**src/rtl/pwm_tmr_pkg.sv**
```systemverilog
package pwm_tmr_pkg;
  localparam int ADDR_W = 4;
  localparam int DATA_W = 32;

  localparam logic [ADDR_W-1:0] A_CTRL   = 4'd0;
  localparam logic [ADDR_W-1:0] A_EVT    = 4'd1;
  localparam logic [ADDR_W-1:0] A_DIV    = 4'd2;
  localparam logic [ADDR_W-1:0] A_LIMIT  = 4'd3;
  localparam logic [ADDR_W-1:0] A_MODE01 = 4'd4;
  localparam logic [ADDR_W-1:0] A_OUTCFG = 4'd6;
  localparam logic [ADDR_W-1:0] A_THR0   = 4'd7;
  localparam logic [ADDR_W-1:0] A_GATE   = 4'd11;

  localparam logic [2:0] MODE_PWM = 3'b110;
endpackage

```
**src/rtl/pwm_tbase.sv**
```systemverilog
module pwm_tbase #(
  parameter int CNT_W = 16,
  parameter int DIV_W = 16
) (
  input  logic             clk,
  input  logic             rst_n,
  input  logic             run,
  input  logic             sw_upd,
  input  logic [DIV_W-1:0] div_buf,
  input  logic [CNT_W-1:0] lim_buf,
  input  logic             lim_direct,
  input  logic [CNT_W-1:0] lim_new,
  output logic [CNT_W-1:0] cnt,
  output logic             upd
);
  logic [DIV_W-1:0] div_cnt_q, div_cnt_d, div_act_q, div_act_d;
  logic [CNT_W-1:0] cnt_q, cnt_d, lim_act_q, lim_act_d;
  logic             tick, wrap;

  always_comb begin
    tick = run && (div_cnt_q >= div_act_q);
    wrap = tick && (cnt_q >= lim_act_q);
    upd  = sw_upd || wrap;

    if (sw_upd || tick) div_cnt_d = '0;
    else if (run)       div_cnt_d = div_cnt_q + 1'b1;
    else                div_cnt_d = div_cnt_q;

    if (sw_upd || wrap) cnt_d = '0;
    else if (tick)      cnt_d = cnt_q + 1'b1;
    else                cnt_d = cnt_q;

    div_act_d = upd ? div_buf : div_act_q;

    if (lim_direct) lim_act_d = lim_new;
    else if (upd)   lim_act_d = lim_buf;
    else            lim_act_d = lim_act_q;
  end

  always_ff @(posedge clk or negedge rst_n) begin
    if (!rst_n) begin
      div_cnt_q <= '0;
      div_act_q <= '0;
      cnt_q     <= '0;
      lim_act_q <= '0;
    end else begin
      div_cnt_q <= div_cnt_d;
      div_act_q <= div_act_d;
      cnt_q     <= cnt_d;
      lim_act_q <= lim_act_d;
    end
  end

  assign cnt = cnt_q;

  assert_div_in_range_R1: assert property (@(posedge clk) disable iff (!rst_n)
    div_cnt_q <= div_act_q);
  assert_frozen_R9: assert property (@(posedge clk) disable iff (!rst_n)
    (!run && !sw_upd) |=> $stable(cnt_q));
  assert_restart_R8: assert property (@(posedge clk) disable iff (!rst_n)
    sw_upd |=> (cnt_q == '0 && div_cnt_q == '0));
  assert_wrap_zero_R1: assert property (@(posedge clk) disable iff (!rst_n)
    (wrap && !sw_upd) |=> cnt_q == '0);
endmodule

```
**src/rtl/pwm_chan.sv**
```systemverilog
module pwm_chan
  import pwm_tmr_pkg::*;
#(
  parameter int CNT_W    = 16,
  parameter bit HAS_COMP = 1'b1
) (
  input  logic             clk,
  input  logic             rst_n,
  input  logic [CNT_W-1:0] cnt,
  input  logic             upd,
  input  logic [7:0]       mode,
  input  logic [3:0]       cfg,
  input  logic             gate,
  input  logic [CNT_W-1:0] thr_buf,
  input  logic             thr_wr,
  input  logic [CNT_W-1:0] thr_new,
  output logic             out_main,
  output logic             out_comp
);
  logic [CNT_W-1:0] thr_act_q, thr_act_d;
  logic             direct, refl;

  always_comb begin
    direct = thr_wr && !mode[3];
    if (direct)   thr_act_d = thr_new;
    else if (upd) thr_act_d = thr_buf;
    else          thr_act_d = thr_act_q;
  end

  always_ff @(posedge clk or negedge rst_n) begin
    if (!rst_n) thr_act_q <= '0;
    else        thr_act_q <= thr_act_d;
  end

  assign refl     = (mode[6:4] == MODE_PWM) && (cnt < thr_act_q);
  assign out_main = gate && cfg[0] && (refl ^ cfg[1]);

  generate
    if (HAS_COMP) begin : g_comp
      assign out_comp = gate && cfg[2] && (!refl ^ cfg[3]);
      assert_comp_opposite_R4: assert property (@(posedge clk) disable iff (!rst_n)
        (gate && cfg == 4'b0101) |-> (out_main != out_comp));
    end else begin : g_nocomp
      assign out_comp = 1'b0;
    end
  endgenerate

  assert_thr_hold_R7: assert property (@(posedge clk) disable iff (!rst_n)
    (!upd && !direct) |=> $stable(thr_act_q));
endmodule

```
**src/rtl/pwm_tmr_core.sv**
```systemverilog
module pwm_tmr_core
  import pwm_tmr_pkg::*;
#(
  parameter int N_CH     = 4,
  parameter int CNT_W    = 16,
  parameter int DIV_W    = 16,
  parameter bit HAS_COMP = 1'b1
) (
  input  logic              clk,
  input  logic              rst_n,
  input  logic [ADDR_W-1:0] bus_addr,
  input  logic [DATA_W-1:0] bus_wdata,
  input  logic              bus_we,
  output logic [DATA_W-1:0] bus_rdata,
  output logic [N_CH-1:0]   pwm_out,
  output logic [N_CH-1:0]   pwm_out_n
);
  localparam int CFG_W = 4 * N_CH;
  localparam logic [3:0] GRP_MASK = HAS_COMP ? 4'hF : 4'h3;
  localparam logic [CFG_W-1:0] CFG_MASK = {N_CH{GRP_MASK}};

  logic [1:0] rst_sync_q;
  logic       rst_i;

  always_ff @(posedge clk or negedge rst_n) begin
    if (!rst_n) rst_sync_q <= 2'b00;
    else        rst_sync_q <= {rst_sync_q[0], 1'b1};
  end
  assign rst_i = rst_sync_q[1];

  logic [1:0]       ctrl_q, ctrl_d;
  logic [DIV_W-1:0] div_q, div_d;
  logic [CNT_W-1:0] lim_q, lim_d;
  logic [7:0]       mode_q [N_CH];
  logic [7:0]       mode_d [N_CH];
  logic [CFG_W-1:0] cfg_q, cfg_d;
  logic [CNT_W-1:0] thr_q [N_CH];
  logic [CNT_W-1:0] thr_d [N_CH];
  logic [N_CH-1:0]  thr_wr;
  logic             gate_q, gate_d;
  logic             sw_upd, lim_direct, upd;
  logic [CNT_W-1:0] cnt;
  logic             unused_wdata;

  assign unused_wdata = ^bus_wdata;

  always_comb begin
    ctrl_d = ctrl_q;
    div_d  = div_q;
    lim_d  = lim_q;
    cfg_d  = cfg_q;
    gate_d = gate_q;
    if (bus_we) begin
      case (bus_addr)
        A_CTRL:   ctrl_d = bus_wdata[1:0];
        A_DIV:    div_d  = bus_wdata[DIV_W-1:0];
        A_LIMIT:  lim_d  = bus_wdata[CNT_W-1:0];
        A_OUTCFG: cfg_d  = bus_wdata[CFG_W-1:0] & CFG_MASK;
        A_GATE:   gate_d = bus_wdata[0];
        default:  ;
      endcase
    end
    for (int i = 0; i < N_CH; i++) begin
      mode_d[i] = mode_q[i];
      thr_d[i]  = thr_q[i];
      thr_wr[i] = bus_we && (bus_addr == ADDR_W'(A_THR0 + i));
      if (bus_we && bus_addr == ADDR_W'(A_MODE01 + i / 2))
        mode_d[i] = bus_wdata[(i % 2) * 8 +: 8];
      if (thr_wr[i]) thr_d[i] = bus_wdata[CNT_W-1:0];
    end
    sw_upd     = bus_we && (bus_addr == A_EVT) && bus_wdata[0];
    lim_direct = bus_we && (bus_addr == A_LIMIT) && !ctrl_q[1];
  end

  always_ff @(posedge clk or negedge rst_i) begin
    if (!rst_i) begin
      ctrl_q <= '0;
      div_q  <= '0;
      lim_q  <= '0;
      cfg_q  <= '0;
      gate_q <= 1'b0;
      for (int i = 0; i < N_CH; i++) begin
        mode_q[i] <= '0;
        thr_q[i]  <= '0;
      end
    end else begin
      ctrl_q <= ctrl_d;
      div_q  <= div_d;
      lim_q  <= lim_d;
      cfg_q  <= cfg_d;
      gate_q <= gate_d;
      for (int i = 0; i < N_CH; i++) begin
        mode_q[i] <= mode_d[i];
        thr_q[i]  <= thr_d[i];
      end
    end
  end

  always_comb begin
    bus_rdata = '0;
    case (bus_addr)
      A_CTRL:   bus_rdata[1:0]       = ctrl_q;
      A_DIV:    bus_rdata[DIV_W-1:0] = div_q;
      A_LIMIT:  bus_rdata[CNT_W-1:0] = lim_q;
      A_OUTCFG: bus_rdata[CFG_W-1:0] = cfg_q;
      A_GATE:   bus_rdata[0]         = gate_q;
      default:  ;
    endcase
    for (int i = 0; i < N_CH; i++) begin
      if (bus_addr == ADDR_W'(A_MODE01 + i / 2)) bus_rdata[(i % 2) * 8 +: 8] = mode_q[i];
      if (bus_addr == ADDR_W'(A_THR0 + i))       bus_rdata[CNT_W-1:0] = thr_q[i];
    end
  end

  pwm_tbase #(.CNT_W(CNT_W), .DIV_W(DIV_W)) u_tbase (
    .clk(clk), .rst_n(rst_i), .run(ctrl_q[0]), .sw_upd(sw_upd),
    .div_buf(div_q), .lim_buf(lim_q), .lim_direct(lim_direct),
    .lim_new(bus_wdata[CNT_W-1:0]), .cnt(cnt), .upd(upd)
  );

  generate
    for (genvar c = 0; c < N_CH; c++) begin : g_ch
      pwm_chan #(.CNT_W(CNT_W), .HAS_COMP(HAS_COMP)) u_ch (
        .clk(clk), .rst_n(rst_i), .cnt(cnt), .upd(upd), .mode(mode_q[c]),
        .cfg(cfg_q[4*c +: 4]), .gate(gate_q), .thr_buf(thr_q[c]),
        .thr_wr(thr_wr[c]), .thr_new(bus_wdata[CNT_W-1:0]),
        .out_main(pwm_out[c]), .out_comp(pwm_out_n[c])
      );
    end
  endgenerate

  assert_gate_off_R5: assert property (@(posedge clk) disable iff (!rst_i)
    (!gate_q && !$past(gate_q)) |-> (pwm_out == '0 && pwm_out_n == '0));
  assert_cfg_masked_R10: assert property (@(posedge clk) disable iff (!rst_i)
    (cfg_q & ~CFG_MASK) == '0);
endmodule

```
**config.mk**
```make
export PLATFORM = sky130hd
export DESIGN_NAME = pwm_tmr_core
export DESIGN_NICKNAME = d
export VERILOG_FILES = /design/src/rtl/pwm_tmr_pkg.sv /design/src/rtl/pwm_tbase.sv /design/src/rtl/pwm_chan.sv /design/src/rtl/pwm_tmr_core.sv
export SDC_FILE = /design/constraint.sdc
export NUM_CORES = 1
export LEC_CHECK = 0
export BUFFER_PORTS_ARGS = -buffer_cell sky130_fd_sc_hd__buf_2
export CORE_ASPECT_RATIO = 1.25
export CORE_MARGIN = 2
export CORE_UTILIZATION = 46
export DETAILED_ROUTE_END_ITERATION = 8
export GPL_TIMING_DRIVEN = 1
export PLACE_DENSITY_LB_ADDON = 0.08
export SYNTH_ARGS = -nofsm -noshare
export SYNTH_HDL_FRONTEND = slang
export SYNTH_SLANG_ARGS = --single-unit
export TNS_END_PERCENT = 50
```
**constraint.sdc**
```tcl
create_clock -name clk -period 8.6 [get_ports clk]
set_input_delay 2.15 -clock clk [delete_from_list [all_inputs] [get_ports clk]]
set_output_delay 2.15 -clock clk [all_outputs]
set_load 0.1 [all_outputs]
```
Word level (Yosys, flattened, before mapping)
Index checks and enable logic that the tools add are counted. Widths: inputs -> output; s select.

Word-level logic and storage cells: 138. Flip-flop bits (word level): 277. Input bits: 39. Output and inout bits: 40.

$lt $le $gt $ge: 6. Equality and inequality tests: 15. Reduce and logical (&&, ||, !) cells: 60. Mux-type cells: 25. Add/sub/neg operators: 2. Bitwise gates (word level): 8.

Operators with widths (count): $mux 16 (18); $lt 16x16->1 (4); $pmux 14 s3 (1); $logic_and 1x1->1 (36); $add 16x1->16 const B (2); $ge 16x16->1 (2); $mux 8 (4); $eq 4x3->1 const B (4); $eq 4x4->1 const B (4); $reduce_bool 2->1 (7); $eq 3x3->1 const B (4); $reduce_and 2->1 (5); $logic_not 1->1 (9); $eq 4x2->1 const B (2); $xor 1x1->1 (8); $pmux 1 s5 (1); $eq 4x1->1 const B (1); $logic_not 4->1 (1); $pmux 1 s4 (1); $logic_or 1x1->1 (2).

Logic depth before layout (Yosys ltp)
Depth after elaboration: 10. Mapped depth: 13. Mapped depth without buffers: 9.

By module
A second synthesis with hierarchy kept.

Cells, all modules: 1520. Area, all modules: 15494.9 um^2.

Modules (own cells, without submodules): pwm_tmr_core (sequential area each 3728.6 um^2, times used 1, cells each 573, area an instance 7110.6 um^2); pwm_chan (sequential area each 400.4 um^2, times used 4, cells each 130, area an instance 1152.4 um^2); pwm_tbase (sequential area each 1601.5 um^2, times used 1, cells each 427, area an instance 3774.9 um^2).

Least setup slack after synthesis
OpenSTA, ideal clock, no wires.

Path type: in2out. From: input bus_addr[3]. To: output bus_rdata[1]. Stages on the path: 8. Data arrival time: 5.430 ns. Buffers on the path: 2. Setup slack: 1.020 ns. Data required time: 6.450 ns. Cell sequence: buf_4 nand2b_1 nor3_1 clkbuf_1 nand2_1 nand2_1 a2111oi_0 o21ai_0.

Longest elaborated chain between the ends: 8. Elaborated cells on any way between the ends: 17. Those cells by class: 9 x eq/ne; 7 x mux; 1 x reduce/logical.

Ends and longest elaborated chain: start, declared (RTL line pwm_tmr_core.sv:11) `input logic [ADDR_W-1:0] bus_addr,`; $eq 4x3->1, or another cell as far along (RTL line pwm_tmr_core.sv:101) `case (bus_addr)`; $pmux 1 s4 (RTL line pwm_tmr_core.sv:101); $mux 8 (RTL line pwm_tmr_core.sv:110) `if (bus_addr == ADDR_W'(A_MODE01 + i / 2)) bus_rdata[(i % 2) * 8 +: 8] = mode_q[i];`; $mux 16 (2 in series) (RTL line pwm_tmr_core.sv:111) `if (bus_addr == ADDR_W'(A_THR0 + i)) bus_rdata[CNT_W-1:0] = thr_q[i];`; $mux 8 (RTL line pwm_tmr_core.sv:110); $mux 16 (RTL line pwm_tmr_core.sv:111); $mux 16 * (RTL line pwm_tmr_core.sv:111); end, declared (RTL line pwm_tmr_core.sv:14) `output logic [DATA_W-1:0] bus_rdata,`.

Every way passes the cells marked *; elsewhere a longest branch is shown, timed or not.

Worst setup path after layout
From: input bus_addr[0]. To: output bus_rdata[1].

Same word-level chain as after synthesis.

==> flow_metrics.tcl <==
set metrics [dict create \
    status "complete, no violations" \
    register_area_mm2 0.00694 \
    hold_path_class "flip-flop to flip-flop" \
    use_met2_pct 46.2 \
    reg2reg_depth 9 \
    netlist.area_leader.share_pct 46.1 \
    holdPathStages 0 \
    vdd_drop_max_mv 0.197 \
    crit_arrival_ps 4760 \
    power.density_mw_per_mm2 243 \
    die_area_mm2 0.0342 \
    cts_resized 0 \
    grt_use_total_pct 26.2 \
    hpwl_um 30100 \
    hold_viol 0 \
    setup_viol 0 \
    drv_cap 0 \
    ys_ff_latch 277 \
    drc_errors 0 \
    viasPerCell 5.82 \
    worst_skew_pair.late_latency_ps 570 \
    min_period_over_period_pct 80.4 \
    nNetsFinal 1630 \
    crit_type "primary input to output pin" \
    syn_area_per_cell_um2 9.98 \
    gp_congestion 0.896 \
    fin_crit_ps 6910 \
    p_sw_share_pct 31.6 \
    busiest_layer "met2" \
    syn2layout_area_growth_pct 9.50 \
    reg2reg_to "g_ch[2].u_ch.thr_act_q[10]" \
    wl_per_cell_um 23.0 \
    core-area_mm2 0.0324 \
    synth_largest_area_cell "dfrtp_1" \
    critical_path.slowest_cell "and2_1" \
    grt_max_degree 152 \
    cts_sinks 277 \
    num-fill-cells 2988 \
    rows 74 \
    r2r-start "u_tbase.cnt[8]" \
    mostFrequentLayoutCells "dfrtp_1, nand2_1, mux2_2, nor2_1, inv_1" \
    initial_core_util_pct 46.4 \
    grtUsageMet3_pct 2.70 \
    hold_path_end "rst_sync_q[1]" \
    power.switching_w 0.00126 \
    cp_data_required_time_ps 6450 \
    synth_cell_types 63 \
    path_cells "buf_2 > and2_1 > and2_1 > a221oi_1 > nand2_1 > a2111oi_0 > o21ai_0 > buf_2" \
    antenna_found_initial 1 \
    max_freq_ghz 0.145 \
    leakage_nw 8.07 \
    hold_path_startpoint "rst_sync_q[0]" \
    ant_nets 0 \
    fin_worst_skew_ps 7.43 \
    relSlewSlack_pct 25.6 \
    grt_setup_unrepaired "false" \
    whs_ps 356 \
    synthArstFlopShare_pct 100 \
    endpoint_kind "output pin" \
    die_h_um 206 \
    cts_made_buffers 30 \
    clk_pin_slew_ps 60 \
    firstDrtPassIters 7 \
    vias 11294 \
    cts_tree "yes" \
    maxSlewViolCount 0 \
    cp_slowest_stage_delay_ps 740 \
    seqPwrFrac_pct 45.0 \
    cts_hold_buf 0 \
    cts-root-buf "clkbuf_16" \
    synth_area_leaders "dfrtp_1, mux2_2, ha_1" \
    fp.dieW_um 166 \
    tns_ps 0 \
    p_clk_share_pct 35.3 \
    routed_wl_um 44700 \
    ios 79 \
    numPortBuffers 46 \
    final_common_cell "dfrtp_1" \
    grt_pass1_vias 11172 \
    grt_pass1_wl_um 68000 \
    postCtsSetupRepairBufs 0 \
    first_iter_violations 920 \
    tightest_slew_ps 1110 \
    worstSetupStartpointType "primary input" \
    p_int_w 0.00273 \
    grt_overflow 0 \
    synthCells 1506 \
    synth_edf_count 0 \
    synth_ff_type "dfrtp_1" \
    drive_gt1_share_pct 19.5 \
    synth_area_mm2 0.0150 \
    ys_warn_count 0 \
    comb_power_share_pct 19.7 \
    r2r_slack_ps 4670 \
    htree_levels 1 \
    multi_input_comb_area_mm2 0.00720 \
    cp_max_fo 15 \
    grtUsageMet1_pct 34.3 \
    clockBufferDepth 3 \
    yosysSeqAreaShare_pct 46.1 \
]
-- critical path, delay by kind of cell --
kind | cells | cell delay, ps
compound gates | 3 | 540
simple gates | 3 | 1170
buf+inv | 2 | 890
-- per-layer routing --
metal / part of all wire [%] / vias to the layer above
met1: 43 / 5669
met5: 0 / -
met2: 49 / 330
met3: 5.4 / 53
met4: 2.5 / 0
li1: - / 5242
-- per-stage QoR --
step / area, µm² / instances / setup slack, ps / utilization, % / power [W]
2_1_floorplan: 15100 / 1521 / 309 / - / 0.00237
3_3_place_gp: 15400 / 1883 / 1730 / 47.5 / 0.00258
3_5_place_dp: 15400 / 1883 / 1720 / 47.5 / 0.00261
4_1_cts: 16500 / 1939 / 1710 / 50.8 / 0.00403
5_1_grt: 16500 / 1939 / 1640 / 50.8 / 0.00418
6_report: 16500 / 1940 / 1690 / 50.8 / 0.00400
-- sequential cells by signal (all words and copies together) (netlist names), 16 cells and up --
signal	flops
div_q	16
u_tbase.lim_act_q	16
u_tbase.div_act_q	16
u_tbase.div_cnt_q	16
g_ch.u_ch.thr_act_q	64
thr_q	64
u_tbase.cnt	16
mode_q	32
lim_q	16
cfg_q	16
-- cells in the mapped netlist (all sizes together), types with 4 or more instances --
cell    count
mux2i       5
nor3       16
a22oi      31
a222oi      8
a31oi      86
dfrtp     277
nor2      114
and3       14
nor2b       6
nand3      30
ha         94
nand2b     12
buf        64
and2        4
or3         5
o21ai      47
a21oi      31
a221o      13
a2111o      4
clkbuf     52
or2         5
inv       100
a211oi     10
xnor2      13
xor2       13
o211ai      5
nand2     227
nor4        6
mux2      148
nand4      20
a21o       18
o31ai       6
-- final cells by class --
type / instances / share of cell area, %
multi-input combinational: 1028 / 43.7
sequential: 277 / 42.1
clock buffer: 39 / 5.08
tap: 418 / 3.18
inverter: 100 / 2.28
timing repair buffer: 60 / 2.11
clock inverter: 17 / 1.47
antenna: 1 / 0.0152
-- cell families (layout without fill, tap and decap cells) --
logic type	after synthesis	after routing	share of synthesized area (%)
buf+inv	216	216	6.52
compound gates	273	273	12.6
fa+ha+maj	94	94	7.82
mux	153	153	11.4
flops	277	277	46.1
simple gates	465	465	13.9
xor+xnor	26	26	1.51
other cells	2	18	0.0500
-- worst max path at each step --
stage | startpoint | end | slack (ps) | cells after the start
after CTS | bus_addr[0] | bus_rdata[1] | 1710 | 8
after global routing | bus_addr[0] | bus_rdata[1] | 1640 | 8
after floorplan | rst_sync_q[1] | cfg_q[0] | 310 | 0
after global placement | bus_addr[0] | bus_rdata[1] | 1730 | 8
final | bus_addr[0] | bus_rdata[1] | 1690 | 8
after detailed placement | bus_addr[0] | bus_rdata[1] | 1720 | 8
-- power by group through the flow --
stage / logic, W / registers (W) / clock network (W)
floorplan: 0.000634 / 0.00174 / 0
global placement: 0.000771 / 0.00181 / 0
detailed placement: 0.000791 / 0.00182 / 0
CTS: 0.000794 / 0.00179 / 0.00144
global route: 0.000866 / 0.00183 / 0.00149
finish: 0.000788 / 0.00180 / 0.00141
(Power assumes the default switching activity.)
